[src/rtl/pwm_aq_pkg.sv]
package pwm_aq_pkg;

  typedef enum logic [1:0] {
    ACT_NONE   = 2'd0,
    ACT_LOW    = 2'd1,
    ACT_HIGH   = 2'd2,
    ACT_TOGGLE = 2'd3
  } act_e;

  localparam logic [1:0] MODE_UP   = 2'd0;
  localparam logic [1:0] MODE_DOWN = 2'd1;

  localparam int REG_W    = 16;
  localparam int FLD_W    = 2;
  localparam int NUM_EVT  = 6;
  localparam int USED_W   = NUM_EVT * FLD_W;
  localparam int NUM_SLOT = 4;

  // field index = bit position / 2
  localparam int F_ZERO = 0;
  localparam int F_PRD  = 1;
  localparam int F_AUP  = 2;
  localparam int F_ADN  = 3;
  localparam int F_BUP  = 4;
  localparam int F_BDN  = 5;

endpackage

[src/rtl/aq_ctrl_reg.sv]
module aq_ctrl_reg
  import pwm_aq_pkg::*;
(
  input  logic                          clk,
  input  logic                          rst,
  input  logic                          wr,
  input  logic [REG_W-1:0]              wdata,
  output logic [REG_W-1:0]              rdata,
  output logic [NUM_EVT-1:0][FLD_W-1:0] fld
);
  logic [USED_W-1:0] reg_q;

  always_ff @(posedge clk) begin
    if (rst)     reg_q <= '0;
    else if (wr) reg_q <= wdata[USED_W-1:0];
  end

  assign rdata = {{(REG_W-USED_W){1'b0}}, reg_q};

  for (genvar i = 0; i < NUM_EVT; i++) begin : g_fld
    assign fld[i] = reg_q[i*FLD_W +: FLD_W];
  end
endmodule

[src/rtl/aq_event_detect.sv]
module aq_event_detect
  import pwm_aq_pkg::*;
#(
  parameter int CNT_W = 16
) (
  input  logic             en,
  input  logic [CNT_W-1:0] cnt,
  input  logic             dir,
  input  logic [1:0]       mode,
  input  logic [CNT_W-1:0] prd,
  input  logic [CNT_W-1:0] cmpa,
  input  logic [CNT_W-1:0] cmpb,
  output logic             is_up,
  output logic             hit_zero,
  output logic             hit_prd,
  output logic             hit_a,
  output logic             hit_b
);
  logic at_zero, at_prd;

  assign at_zero = (cnt == '0);
  assign at_prd  = (cnt == prd);

  always_comb begin
    if (mode == MODE_UP)        is_up = 1'b1;
    else if (mode == MODE_DOWN) is_up = 1'b0;
    else if (at_prd)            is_up = 1'b0;
    else if (at_zero)           is_up = 1'b1;
    else                        is_up = dir;
  end

  assign hit_zero = en && at_zero;
  assign hit_prd  = en && at_prd;
  assign hit_a    = en && (cnt == cmpa);
  assign hit_b    = en && (cnt == cmpb);
endmodule

[src/rtl/aq_action_sel.sv]
module aq_action_sel
  import pwm_aq_pkg::*;
(
  input  logic [NUM_EVT-1:0][FLD_W-1:0] fld,
  input  logic                          is_up,
  input  logic                          hit_zero,
  input  logic                          hit_prd,
  input  logic                          hit_a,
  input  logic                          hit_b,
  output act_e                          act
);
  // slot 0 has highest priority
  logic [NUM_SLOT-1:0]            slot_hit;
  logic [NUM_SLOT-1:0][FLD_W-1:0] slot_act;

  assign slot_hit = {hit_prd, hit_zero, hit_a, hit_b};
  assign slot_act[0] = is_up ? fld[F_BUP] : fld[F_BDN];
  assign slot_act[1] = is_up ? fld[F_AUP] : fld[F_ADN];
  assign slot_act[2] = fld[F_ZERO];
  assign slot_act[3] = fld[F_PRD];

  always_comb begin
    act = ACT_NONE;
    for (int s = NUM_SLOT - 1; s >= 0; s--) begin
      if (slot_hit[s] && (slot_act[s] != ACT_NONE)) act = act_e'(slot_act[s]);
    end
  end
endmodule

[src/rtl/pwm_aq_top.sv]
module pwm_aq_top
  import pwm_aq_pkg::*;
#(
  parameter int CNT_W = 16
) (
  input  logic             clk,
  input  logic             rst,
  input  logic             cnt_en,
  input  logic [CNT_W-1:0] cnt_val,
  input  logic             cnt_dir,
  input  logic [1:0]       cnt_mode,
  input  logic [CNT_W-1:0] prd_val,
  input  logic [CNT_W-1:0] cmpa_val,
  input  logic [CNT_W-1:0] cmpb_val,
  input  logic             reg_wr,
  input  logic [15:0]      reg_wdata,
  output logic [15:0]      reg_rdata,
  output logic             pwm_out
);
  logic [NUM_EVT-1:0][FLD_W-1:0] fld;
  logic is_up, hit_zero, hit_prd, hit_a, hit_b;
  act_e act;
  logic pwm_q;

  aq_ctrl_reg u_reg (
    .clk(clk), .rst(rst), .wr(reg_wr), .wdata(reg_wdata),
    .rdata(reg_rdata), .fld(fld)
  );

  aq_event_detect #(.CNT_W(CNT_W)) u_det (
    .en(cnt_en), .cnt(cnt_val), .dir(cnt_dir), .mode(cnt_mode),
    .prd(prd_val), .cmpa(cmpa_val), .cmpb(cmpb_val),
    .is_up(is_up), .hit_zero(hit_zero), .hit_prd(hit_prd),
    .hit_a(hit_a), .hit_b(hit_b)
  );

  aq_action_sel u_sel (
    .fld(fld), .is_up(is_up), .hit_zero(hit_zero), .hit_prd(hit_prd),
    .hit_a(hit_a), .hit_b(hit_b), .act(act)
  );

  always_ff @(posedge clk) begin
    if (rst) pwm_q <= 1'b0;
    else begin
      case (act)
        ACT_LOW:    pwm_q <= 1'b0;
        ACT_HIGH:   pwm_q <= 1'b1;
        ACT_TOGGLE: pwm_q <= ~pwm_q;
        default:    pwm_q <= pwm_q;
      endcase
    end
  end

  assign pwm_out = pwm_q;
endmodule

[config.mk]
export PLATFORM = sky130hd
export DESIGN_NAME = pwm_aq_top
export DESIGN_NICKNAME = d
export VERILOG_FILES = /design/src/rtl/pwm_aq_pkg.sv /design/src/rtl/aq_ctrl_reg.sv /design/src/rtl/aq_event_detect.sv /design/src/rtl/aq_action_sel.sv /design/src/rtl/pwm_aq_top.sv
export SDC_FILE = /design/constraint.sdc
export NUM_CORES = 1
export LEC_CHECK = 0
export BUFFER_PORTS_ARGS = -buffer_cell sky130_fd_sc_hd__buf_2
export CAP_MARGIN = 25
export CORE_MARGIN = 10
export CORE_UTILIZATION = 35
export CTS_CLUSTER_DIAMETER = 100
export DETAILED_ROUTE_END_ITERATION = 10
export GPL_ROUTABILITY_DRIVEN = 0
export PLACE_DENSITY = 0.75
export SYNTH_ARGS = -nofsm -noshare
export SYNTH_HDL_FRONTEND = slang
export SYNTH_SLANG_ARGS = --single-unit
[constraint.sdc]
create_clock -name clk -period 3.03 [get_ports clk]
set_input_delay 0.303 -clock clk [delete_from_list [all_inputs] [get_ports clk]]
set_output_delay 0.303 -clock clk [all_outputs]
set_load 0.05 [all_outputs]
# Word-level counts from Yosys, hierarchy flattened
# Index checks and enable logic that the tools add are counted.
[totals]
reg_bits = 13
[op_classes]
n_mux = 11
bitwise_logic = 1
n_reduce_logical = 15
n_eq_ne = 7
[op_table]
columns = ["operator", "n"]
rows = [
  ["$eq 16x16->1", 3],
  ["$logic_not 16->1", 1],
  ["$mux 2", 6],
  ["$logic_and 1x1->1", 8],
  ["$reduce_bool 2->1", 4],
  ["$eq 2x1->1 const B", 2],
  ["$eq 2x2->1 const B", 2],
  ["$mux 1", 4],
  ["$pmux 1 s3", 1],
  ["$reduce_bool 3->1", 1],
  ["$logic_not 2->1", 1],
  ["$not 1->1", 1],
]

# Logic depth before layout (Yosys ltp)
[logic_depth]
word_depth = 12
mapped_depth = 8
mapped_depth_nobuf = 8

# Hierarchy
# A second synthesis with hierarchy kept.
[unflattened]
cells_unflattened = 158
area_unflattened_um2 = 1351.3
[modules_own_cells]
columns = ["module", "cells_per_inst", "area_each_um2", "seq_area_each_um2", "instances"]
rows = [
  ["aq_event_detect", 76, 586.8, 0.0, 1],
  ["aq_ctrl_reg", 55, 544.3, 240.2, 1],
  ["aq_action_sel", 23, 171.4, 0.0, 1],
  ["pwm_aq_top", 4, 48.8, 20.0, 1],
]

# Worst setup path after synthesis
# No wires, ideal clock.
[synth_timing]
path_type = "input -> register"
startpoint = "in prd_val[15]"
endpoint = "reg pwm_q, in the netlist pwm_out"
setup_time_ns = 0.058
arrival_time_ns = 1.905
path_stages = 7
required_ns = 2.972
path_slack_ns = 1.067
n_path_buf = 0
path_cell_list = "xnor2_1 -> nand4_1 -> nor4_2 -> o22a_4 -> mux2_4 -> a2111o_1 -> nand2_1"
[synth_between]
elab_chain_cells = 11
[synth_lines]
columns = ["item", "line", "rtl"]
rows = [
  ["start, declared", "pwm_aq_top.sv:12", "input logic [CNT_W-1:0] prd_val,"],
  ["$eq 16x16->1 *", "aq_event_detect.sv:22", "assign at_prd = (cnt == prd);"],
  ["$mux 1", "aq_event_detect.sv:27", "else if (at_prd) is_up = 1'b0;"],
  ["$mux 1", "aq_event_detect.sv:26", "else if (mode == MODE_DOWN) is_up = 1'b0;"],
  ["$mux 1", "aq_event_detect.sv:25", "if (mode == MODE_UP) is_up = 1'b1;"],
  ["$mux 2", "aq_action_sel.sv:18", "assign slot_act[1] = is_up ? fld[F_AUP] : fld[F_ADN];"],
  ["$reduce_bool 2->1", "aq_action_sel.sv:25", "if (slot_hit[s] && (slot_act[s] != ACT_NONE)) act = act_e'(slot_act[s]);"],
  ["$logic_and 1x1->1", "aq_action_sel.sv:25", ""],
  ["$mux 2", "aq_action_sel.sv:25", ""],
  ["$mux 2 *", "aq_action_sel.sv:25", ""],
  ["$eq 2x2->1 or $eq 2x1->1 (tied branches)", "pwm_aq_top.sv:45", "case (act)"],
  ["$pmux 1 s3 or $reduce_bool 3->1 (tied branches)", "n/a", ""],
  ["end signal, assigned", "pwm_aq_top.sv:48", "ACT_TOGGLE: pwm_q <= ~pwm_q;"],
  ["end signal, assigned", "pwm_aq_top.sv:49", "default: pwm_q <= pwm_q;"],
  ["end, declared", "pwm_aq_top.sv:23", "logic pwm_q;"],
]
# Every way passes the cells marked *; elsewhere a longest branch is shown, timed or not.
# A chain may end at the register's enable or synchronous reset.

# Worst setup path in the final report
[layout_timing]
startpoint = "in cnt_val[15]"
endpoint = "reg pwm_q, in the netlist pwm_out"
[layout_between]
elab_chain_cells = 12
[layout_lines]
columns = ["item", "line", "rtl"]
rows = [
  ["start, declared", "pwm_aq_top.sv:9", "input logic [CNT_W-1:0] cnt_val,"],
  ["$logic_not 16->1", "aq_event_detect.sv:21", "assign at_zero = (cnt == '0);"],
  ["$mux 1", "aq_event_detect.sv:28", "else if (at_zero) is_up = 1'b1;"],
  ["$mux 1", "aq_event_detect.sv:27", ""],
  ["$mux 1", "aq_event_detect.sv:26", ""],
  ["$mux 1", "aq_event_detect.sv:25", ""],
  ["$mux 2", "aq_action_sel.sv:18", ""],
  ["$reduce_bool 2->1", "aq_action_sel.sv:25", ""],
  ["$logic_and 1x1->1", "aq_action_sel.sv:25", ""],
  ["$mux 2", "aq_action_sel.sv:25", ""],
  ["$mux 2 *", "aq_action_sel.sv:25", ""],
  ["$eq 2x2->1 or $eq 2x1->1 (tied branches)", "pwm_aq_top.sv:45", ""],
  ["$pmux 1 s3 or $reduce_bool 3->1 (tied branches)", "n/a", ""],
]
# Marks and branches as above.

==> summary.md <==
| Metric | Value |
|---|---|
| Minimum clock period | `just under 2000 ps` |
| Reg area | `260 um^2` |
| Synth-to-layout area growth | `43.0%` |
| Placed Cells | `between 200 and 300` |
| Worst R2R Setup Slack | `1850 ps` |
| Vias in the first global route | `1,480` |
| DRT antenna net count | `0` |
| Final setup TNS | `0 ps` |
| Fin nets | `325` |
| Worst endpoint required time | `3270 ps` |
| CTS clk-pin slew, worst paths | `approximately 80 ps` |
| Clk sinks | `13` |
| CP Max Fanout | `4` |
| DIE AREA | `6320 um^2` |
| Layout cell share with drive strength beyond 1 | `0.447` |
| Setup violations, final | `0` |
| Power Total | `523 uW` |
| Die Y | `79.5 um` |
| Gate Count Post-Synth | `~140` |
| Internal | `roughly 330 uW` |
| Non-Filler Instances | `approximately 280` |
| Post-CTS Setup Bufs | `0` |
| P_leak | `about 0.85 nW` |
| Later-pin clock latency in the skew report | `about 280 ps` |
| Warnings from Yosys | `0` |
| Seq/Total Area, Yosys | `0.210` |
| Critical Path AT | `2210 ps` |
| Dpl ws | `740 ps` |
| Largest net degree at the start of global routing | `15` |
| Vias per cell | `4.72` |
| Synthesis-stage register bit count | `13` |
| Die X | `79.5 um` |
| VDD IR-drop max | `0.000170 V` |
| F_max | `506 MHz` |
| CTS H-tree lvls | `1` |
| Remaining global-route overflow | `0` |
| Unrepaired setup endpoints after global routing | `false` |
| HP Start | `reg_wdata[9]` |
| Hold Buf Count CTS | `0` |
| First-pass GRT wire length | `~6900 um` |
| Final Hold Vio Count | `0` |
| Boundary Pins | `104` |
| Syn avg cell area | `around 8.8 um^2` |
| PwrDens | `295 nW/um^2` |
| Root buffer cell | `clkbuf_4` |
| First-pass detailed-route iteration total | `4` |
| Combinational share of power | `0.432` |
| Number of fill cells | `357` |
| # diodes | `0` |
| Bufs on Longest Clock Path | `2` |
| Status | `completed` |
| Net Switching | `192 uW` |
| Post-CTS sizing | `0` |
| Hold depth | `3` |
| CTS buffer count | `3` |
| Most common cell after layout, fill and taps aside | `buf_2` |
| Initial Util | `0.365` |
| Total wire length | `4390 um` |
| Area of the multi-input gates | `941 um^2` |
| Port buffer count | `between 90 and 100` |
| HP Class | `input pin to flop` |
| Most frequent cells in the layout | `95 x buf_2, 28 x xnor2_1, 20 x xor2_1` |
| Crit share post-route | `0.653` |
| Vias | `around 1,300` |
| Post-Syn Area | `1240 um^2` |
| Core Region | `roughly 3400 um^2` |
| DRT iter0 DRCs | `24` |
| Startpoint type of the worst setup path | `input pin` |
| Worst setup EP type | `flop` |
| Netlist cell types | `25` |
| Reg2reg end | `pwm_out` |
| R2R depth | `5` |
| Switching Share | `0.367` |
| Max_cap viols | `0` |
| Dpl hpwl | `3960 um` |
| PnR worst setup slack | `1050 ps` |
| All-Layer GR Usage | `0.137` |
| Reg2reg start | `u_reg.fld[2]` |
| Rows | `21` |
| CP Class | `input pin to flop` |
| DRC viols | `0` |
| Reg power frac | `0.358` |
| Clock share of power | `0.210` |
| Initial antenna violation count | `0` |
| Layout Utilization | `0.523` |
| CTS tree | `yes` |
| Hold Crit Endpoint | `u_reg.fld[9]` |
| Fin. max-slew vios | `0` |
| Drt wl/cell | `15.5 um` |
| Clk_skew | `roughly 0.08 ps` |
## registers in the layout, indices dropped and copies added (netlist names)
signal	cells
u_reg.fld	12
pwm_out	1
## power groups by stage
stage | registers, mW | logic (mW) | clock network [mW]
CTS | 0.188 | 0.228 | 0.110
global route | 0.189 | 0.246 | 0.119
floorplan | 0.223 | 0.102 | 0
global placement | 0.191 | 0.224 | 0
finish | 0.187 | 0.226 | 0.110
detailed placement | 0.192 | 0.228 | 0
## critical path, stage by stage
cell      delay [ps]
buf_2            160
xnor2_1          130
nand4_1          150
nor4_2           440
o22a_4           260
mux2_4           310
a2111o_1         400
nand2_1           60
## synthesized netlist by cell type
library cell,count,area share
a21oi_1,2,0.0081
nand3_1,3,0.012
xor2_1,20,0.14
nor4_2,5,0.051
clkbuf_1,1,0.0030
inv_1,3,0.0091
a41o_1,1,0.0081
o21ai_0,2,0.0081
xnor2_1,28,0.20
buf_1,1,0.0030
o211ai_1,1,0.0061
mux2_4,1,0.012
conb_1,1,0.0030
nand4_1,8,0.040
buf_4,4,0.024
mux2i_1,15,0.12
nand2_1,7,0.021
o22a_4,1,0.014
nor4_1,6,0.030
or4_4,1,0.0091
nor3_1,1,0.0040
a2111o_1,1,0.0091
a22o_1,2,0.014
nor2_1,13,0.039
dfxtp_1,13,0.21
## through the flow
| step | hold slack (ps) | instance area, um^2 |
|---|---|---|
| after CTS | 251 | 1770 |
| after floorplan | 375 | 1250 |
| after global placement | 498 | 1750 |
| final | 248 | 1770 |
| after global routing | 263 | 1770 |
| after detailed placement | 505 | 1750 |
## metal layers
metal	wire (um)	vias up	GRT usage
met1	1800	599	0.151
met5	0	-	0
met4	82	0	0.0502
met2	2170	49	0.238
li1	-	681	-
met3	336	6	0.0450
## cell type report
| class | count | share of cell area |
|---|---|---|
| Timing Repair Buffer | 95 | 0.268 |
| Clock buffer | 4 | 0.0148 |
| Sequential cell | 13 | 0.147 |
| Multi-Input combinational cell | 122 | 0.531 |
| Inverter | 3 | 0.00636 |
| Tap cell | 46 | 0.0325 |
## worst max-delay path by stage
stage	start	to	slack, ps	depth (start not counted)
after floorplan	prd_val[15]	pwm_out	1070	7
after global placement	cnt_val[15]	pwm_out	740	8
after detailed placement	cnt_val[15]	pwm_out	740	8
after CTS	cnt_val[15]	pwm_out	1030	8
after global routing	cnt_val[15]	pwm_out	960	8
final	cnt_val[15]	pwm_out	1050	8
## cells by family (layout without fill, tap and decap cells)
family / count (synthesis) / in the layout / synth area share
other: 1 / 4 / 0.00303
xor gates and xnor gates: 48 / 48 / 0.339
buffers and inverters: 9 / 102 / 0.0394
and+or+nand+nor: 44 / 44 / 0.207
DFF: 13 / 13 / 0.210
AOI/OAI and AO/OA: 10 / 10 / 0.0677
muxes: 16 / 16 / 0.133
Power figures use the tool's default switching activity.
